<file path="src/rtl/lvl_irq_pkg.sv">
package lvl_irq_pkg;
    localparam int WORD_W     = 32;
    localparam int WIN_ADDR_W = 6;
    localparam int MAX_WORDS  = 4;
    localparam int WIDX_W     = 2;

    typedef enum logic {
        REG_MASK    = 1'b0,
        REG_PENDING = 1'b1
    } reg_kind_e;

    typedef struct packed {
        logic              cpu;
        reg_kind_e         kind;
        logic [WIDX_W-1:0] word;
    } reg_addr_t;
endpackage

</file>
<file path="src/rtl/lvl_irq_bank.sv">
module lvl_irq_bank
    import lvl_irq_pkg::*;
#(
    parameter int N_SRC = 128
) (
    input  logic                 clk,
    input  logic                 rst_n,
    input  logic                 wr_en,
    input  logic [WIDX_W-1:0]    wr_word,
    input  logic [WORD_W-1:0]    wr_data,
    input  logic [N_SRC-1:0]     irq_src,
    output logic [N_SRC-1:0]     mask_q,
    output logic [N_SRC-1:0]     pending,
    output logic                 irq_q
);
    localparam int N_WORDS = N_SRC / WORD_W;

    for (genvar w = 0; w < N_WORDS; w++) begin : g_word
        always_ff @(posedge clk or negedge rst_n) begin
            if (!rst_n) begin
                mask_q[w*WORD_W +: WORD_W] <= '0;
            end else if (wr_en && (wr_word == WIDX_W'(w))) begin
                mask_q[w*WORD_W +: WORD_W] <= wr_data;
            end
        end
    end

    assign pending = irq_src & mask_q;

    always_ff @(posedge clk or negedge rst_n) begin
        if (!rst_n) begin
            irq_q <= 1'b0;
        end else begin
            irq_q <= |pending;
        end
    end
endmodule

</file>
<file path="src/rtl/lvl_irq_rdmux.sv">
module lvl_irq_rdmux
    import lvl_irq_pkg::*;
#(
    parameter int N_SRC = 128,
    parameter int N_CPU = 2
) (
    input  reg_addr_t                 sel_addr,
    input  logic [N_CPU*N_SRC-1:0]    mask_all,
    input  logic [N_CPU*N_SRC-1:0]    pend_all,
    output logic [WORD_W-1:0]         word_out
);
    localparam int N_WORDS = N_SRC / WORD_W;

    always_comb begin
        word_out = '0;
        for (int c = 0; c < N_CPU; c++) begin
            for (int w = 0; w < N_WORDS; w++) begin
                if (sel_addr.cpu == 1'(c) && sel_addr.word == WIDX_W'(w)) begin
                    if (sel_addr.kind == REG_PENDING) begin
                        word_out = pend_all[c*N_SRC + w*WORD_W +: WORD_W];
                    end else begin
                        word_out = mask_all[c*N_SRC + w*WORD_W +: WORD_W];
                    end
                end
            end
        end
    end
endmodule

</file>
<file path="src/rtl/lvl_irq_router.sv">
module lvl_irq_router
    import lvl_irq_pkg::*;
#(
    parameter int N_SRC = 128,
    parameter int N_CPU = 2
) (
    input  logic                  clk,
    input  logic                  rst_n,
    input  logic                  bus_sel,
    input  logic                  bus_we,
    input  logic [5:0]            bus_addr,
    input  logic [31:0]           bus_wdata,
    output logic [31:0]           bus_rdata,
    input  logic [N_SRC-1:0]      irq_src,
    output logic [N_CPU-1:0]      cpu_irq
);
    localparam int N_WORDS = N_SRC / WORD_W;

    reg_addr_t                 dec;
    logic                      cpu_ok;
    logic                      word_ok;
    logic [N_CPU*N_SRC-1:0]    mask_all;
    logic [N_CPU*N_SRC-1:0]    pend_all;
    logic [WORD_W-1:0]         mux_word;

    assign dec     = reg_addr_t'(bus_addr[5:2]);
    assign cpu_ok  = (N_CPU > 1) || (dec.cpu == 1'b0);
    assign word_ok = (int'(dec.word) < N_WORDS);

    for (genvar c = 0; c < N_CPU; c++) begin : g_cpu
        logic wr_hit;
        assign wr_hit = bus_sel && bus_we && cpu_ok && word_ok
                        && (dec.kind == REG_MASK) && (dec.cpu == 1'(c));

        lvl_irq_bank #(.N_SRC(N_SRC)) u_bank (
            .clk     (clk),
            .rst_n   (rst_n),
            .wr_en   (wr_hit),
            .wr_word (dec.word),
            .wr_data (bus_wdata),
            .irq_src (irq_src),
            .mask_q  (mask_all[c*N_SRC +: N_SRC]),
            .pending (pend_all[c*N_SRC +: N_SRC]),
            .irq_q   (cpu_irq[c])
        );
    end

    lvl_irq_rdmux #(.N_SRC(N_SRC), .N_CPU(N_CPU)) u_rdmux (
        .sel_addr (dec),
        .mask_all (mask_all),
        .pend_all (pend_all),
        .word_out (mux_word)
    );

    always_ff @(posedge clk or negedge rst_n) begin
        if (!rst_n) begin
            bus_rdata <= '0;
        end else if (bus_sel && !bus_we && cpu_ok) begin
            bus_rdata <= mux_word;
        end else begin
            bus_rdata <= '0;
        end
    end
endmodule

</file>
<file path="config.mk">
export PLATFORM = sky130hd
export DESIGN_NAME = lvl_irq_router
export DESIGN_NICKNAME = d
export VERILOG_FILES = /design/src/rtl/lvl_irq_pkg.sv /design/src/rtl/lvl_irq_bank.sv /design/src/rtl/lvl_irq_rdmux.sv /design/src/rtl/lvl_irq_router.sv
export SDC_FILE = /design/constraint.sdc
export NUM_CORES = 1
export LEC_CHECK = 0
export ABC_CLOCK_PERIOD_IN_PS = 2200
export BUFFER_PORTS_ARGS = -buffer_cell sky130_fd_sc_hd__buf_2
export CAP_MARGIN = 20
export CORE_AREA = 2 2 351 179
export CTS_CLUSTER_DIAMETER = 100
export DETAILED_ROUTE_END_ITERATION = 6
export DIE_AREA = 0 0 353 181
export PLACE_DENSITY = 0.48
export SYNTH_ARGS = -nofsm -noshare
export SYNTH_HDL_FRONTEND = slang
export SYNTH_SLANG_ARGS = --single-unit
</file>
<file path="constraint.sdc">
create_clock -name clk -period 2.2 [get_ports clk]
set_clock_uncertainty 0.05 [all_clocks]
set_input_delay 0.66 -clock clk [delete_from_list [all_inputs] [get_ports clk]]
set_output_delay 0.66 -clock clk [all_outputs]
set_load 0.01 [all_outputs]
</file>
Word level (Yosys, flattened, before mapping)
Index checks and enable logic that the tools add are counted.

cells by class
  equality and inequality tests = 3
  muxes and demuxes = 17
  bitwise operators = 4
  reduce and logical (&&, ||, !) cells = 25

operator list
  operator            number
  $mux 32             17
  $and 128x128->128   2
  $reduce_or 128->1   2
  $logic_and 1x1->1   21
  $eq 2x2->1 const B  2
  $eq 2x1->1 const B  1
  $logic_not 2->1     1
  $not 1->1           2
  $logic_not 1->1     1

word-level totals
  register bits = 290
  bits of input ports = 170
  output and inout bits = 34
  word-level logic and storage cells = 60

Longest topological paths before layout
  word-level depth = 11
  depth in mapped cells = 8
  depth with buffers taken out = 5

By module
A second synthesis with hierarchy kept.

unflattened totals
  cells, all modules = 1,641
  area, all modules = 18,261.3 µm²

modules (own cells, without submodules)
  module          times used  cells an instance  area each (µm²)  seq. area each (µm²)
  lvl_irq_bank    2           453                5,906.9          3,228.1
  lvl_irq_rdmux   1           663                5,272.6          0.0
  lvl_irq_router  1           72                 1,174.9          800.8

Worst setup path before layout
No wires, ideal clock.

  path type = input port to flip-flop
  from = input bus_addr[5]
  to = register g_cpu[0].u_bank.mask_q[65]
  library setup time = 0.128 ns
  arrival = 1.975 ns
  data required time = 2.022 ns
  slack = 0.047 ns
  stages = 6
  path buffers = 2
  cell sequence = buf_4 -> nand2b_1 -> nand2b_1 -> nor2_2 -> buf_4 -> mux2_1

between the ends
  word-level cells in the longest chain between the ends = 3

ends and longest elaborated chain
  item                           RTL line              RTL
  start, declared                lvl_irq_router.sv:11  input logic [5:0] bus_addr,
  $not 1->1                      lvl_irq_router.sv:33  && (dec.kind == REG_MASK) && (dec.cpu == 1'(c));
  $logic_and 1x1->1              lvl_irq_router.sv:33
  $logic_and 1x1->1              lvl_irq_bank.sv:22    end else if (wr_en && (wr_word == WIDX_W'(w))) begin
  end signal, assigned by index  lvl_irq_bank.sv:23    mask_q[w*WORD_W +: WORD_W] <= wr_data;
  end, declared                  lvl_irq_bank.sv:12    output logic [N_SRC-1:0] mask_q,

Every way passes these cells.
A chain may end at the register's enable or synchronous reset.

Worst setup path in the final report
  from = register g_cpu[0].u_bank.mask_q[123]
  to = register g_cpu[0].u_bank.irq_q

between the ends
  word-level cells in the longest chain between the ends = 2

ends and longest elaborated chain
  item                  RTL line            RTL
  $and 128x128->128     lvl_irq_bank.sv:28  assign pending = irq_src & mask_q;
  $reduce_or 128->1     lvl_irq_bank.sv:34  irq_q <= |pending;
  end signal, assigned  lvl_irq_bank.sv:34
  end, declared         lvl_irq_bank.sv:14  output logic irq_q

Every way passes these cells.

==> results.md <==
- Setup violators final: 0
- Vias/cell: 5.750
- Post-Place Setup Slack: -0.2567 ns
- Critical path type: register to register
- DRT Pass-1 Iters: 6
- Syn-to-layout area delta: 33.83%
- Fill count: 6236
- Fraction of layout cells with a size suffix above 1: 29.10%
- Post-CTS sizing: 0
- Slew headroom: 67.25%
- Main synth FF type: dfrtp_1
- Final Util: 33.27%
- CP Max Fanout: 3
- Tcrit/Tclk final: 93.83%
- Post-synth cell types: 41
- Largest net degree at the start of global routing: 61
- Post-DRT Antenna Nets: 0
- Register area share after synthesis: 48.08%
- RSZ-0062 raised after global routing: false
- GP Congestion: 1.014
- GRT overflow: 0
- Outcome: finished, final reports clean
- Most common cell after layout, fill and taps aside: dfrtp_1
- Fmax: 484.4 MHz
- Slowest cell on the critical path: dfrtp_1
- FF+latch count, synth: 290
- Worst EP required: 2.57 ns
- Worst setup EP type: register
- FF-to-FF setup slack: 0.14 ns
- Starting density of the core: 24.86%
- Die area: 0.06389 sq mm
- Max-Cap Viols: 0
- Fin. Hold Viols: 0
- FP Rows: 64
- Number of synthesis warnings: 0
- Min Tclk post-route: 2.064 ns
- Worst setup SP type: register
- Post-CTS Setup Inserts: 0
- Slew @ Worst Pin: 0.4861 ns
- Post-synth EDFFs: 0
- Clk slew on worst S/H paths: 0.07 ns
- Core ar.: 0.06070 sq mm
- Die span in x: 353 um
- Power per Cell Area: 872.9 mW/mm^2
- Drt wl/cell: 32.67 um
- Cell taking the most area after synthesis: dfrtp_1
- Async S/R FF share, synth: 100.0%
- Post-synth net total: 1497
- Routed WL: 83310 um
- Chip Height: 181 um
- Nets: 1869
- Clock latency on the worst-skew pair: 0.54 ns
- Synth top area cells: dfrtp_1, mux2_1, nand2b_1
- Root buffer cell: clkbuf_16
- Dpl hpwl: 64890 um
- Max-slew violation count: 0
- Mapped Cells: 1327
- Via count: 14663
- Final setup margin: 0.1358 ns
- Antenna violations before repair: 7
- Mean post-synth cell area: 11.37 sq um
- Top Ports: 204
- Clk sinks: 290
- Max rail drop VDD: 0.0004343 V
- Vias in the first global route: 14320
- 1st-iter DRT viols: 2058
- Crit-path cells: a22o_1, a221oi_1, buf_4, nand4_1, nor4_1, nand3_1
- CTS tree: yes
- Leakage dissipation: 8.995 nW
- CP max stage delay: 0.51 ns
- Worst hold path type: input port to register
- Mapped Area: 0.01509 sq mm
- Hold_ws: 0.3931 ns
- H-Tree Depth: 2
- Port Buffer Count: 201
- Most frequent cells in the layout: dfrtp_1, mux2_1, buf_2, buf_4, nand2b_1
- Num CTS Buffers: 34
- Worst-case clock buffer depth: 3
- Worst endpoint data arrival time: 2.44 ns
- # diodes: 0
- Total global-route track usage: 25.63%
- Post-synth top area share: 48.08%
- First-pass GRT wire length: 115400 um
- DRC: 0
[area by class of cell]
class	count	area, sq um	area share, %
multi-input cells	953	7508	37.18
flip-flops and latches	290	7257	35.93
repair buffers	418	3113	15.41
well taps	825	1032	5.111
clock buffers	45	1016	5.030
clock inverters	17	262.8	1.301
inverters	2	7.507	0.03717
[state kept, by name (all words and copies together) (netlist names)]
name / count
g_cpu.u_bank.mask_q: 256
bus_rdata: 32
g_cpu.u_bank.irq_q: 2
[metrics by stage]
step	cell area [sq um]	std cells	TNS (ns)	power (mW)
global placement	18910	2487	-8.767	11.00
global route	20200	2550	0	18.15
floorplan	15090	1327	0	8.477
finish	20200	2550	0	17.63
detailed placement	18910	2487	-12.87	11.03
CTS	20200	2550	0	17.54
[synthesized netlist by cell type, types with 6 or more instances]
master	n
buf_2	34
o21a_1	21
a22oi_1	32
a211oi_1	8
a221oi_1	48
clkbuf_1	33
a21oi_1	56
nand4_1	20
a31oi_1	88
a22o_1	48
o21ai_0	16
buf_1	7
nor4_1	8
o2111ai_1	21
dfrtp_1	290
nand2_1	21
mux2_1	256
buf_4	8
a311oi_1	7
nand3_1	108
nor2_1	22
nand2b_1	127
o211ai_1	6
[kinds of logic after synthesis]
family	share of synthesized area, %
AND/OR/NAND/NOR	12.50
flip-flops	48.08
multiplexers	19.55
buffers and inverters	2.570
AO/OA/AOI/OAI	17.29
[layer usage]
metal / wire, um / track usage [%] / part of all wire, %
met2: 34860 / 37.78 / 42
met3: 8432 / 6.333 / 10
met5: 77 / 0 / 0.092
met4: 4498 / 11.63 / 5.4
met1: 35440 / 35.36 / 43
[worst max-delay path: cells and delay by family (launching register included)]
kind | cells | cell delay [ns]
AND/OR/NAND/NOR | 3 | 0.51
buffers and inverters | 1 | 0.21
AO/OA/AOI/OAI | 2 | 0.67
flip-flops | 1 | 0.51
[report_power, final]
| group | switching [mW] | internal [mW] |
|---|---|---|
| combinational | 1.79 | 1.59 |
| clock | 2.50 | 3.98 |
| sequential | 1.49 | 6.27 |
[repair_timing]
action	4_1_cts	5_1_grt
endpoints found under the setup margin	0	0
endpoints found under the hold margin	22	0
hold buffers	1	0
[final timing paths]
kind / depth (start not counted) / end / start
max in group asynchronous: 3 / g_cpu[0].u_bank.mask_q[107]$_DFFE_PN0P_ / rst_n
setup reg to reg: 6 / g_cpu[0].u_bank.irq_q$_DFF_PN0_ / g_cpu[0].u_bank.mask_q[123]$_DFFE_PN0P_
setup / recovery: 6 / g_cpu[0].u_bank.irq_q$_DFF_PN0_ / g_cpu[0].u_bank.mask_q[123]$_DFFE_PN0P_
hold reg to reg: 1 / g_cpu[1].u_bank.mask_q[9]$_DFFE_PN0P_ / g_cpu[1].u_bank.mask_q[9]$_DFFE_PN0P_
hold / removal: 2 / g_cpu[0].u_bank.mask_q[99]$_DFFE_PN0P_ / bus_wdata[3]
min in group asynchronous: 2 / g_cpu[1].u_bank.mask_q[71]$_DFFE_PN0P_ / rst_n
No activity file was read; power rests on OpenSTA's default activity.
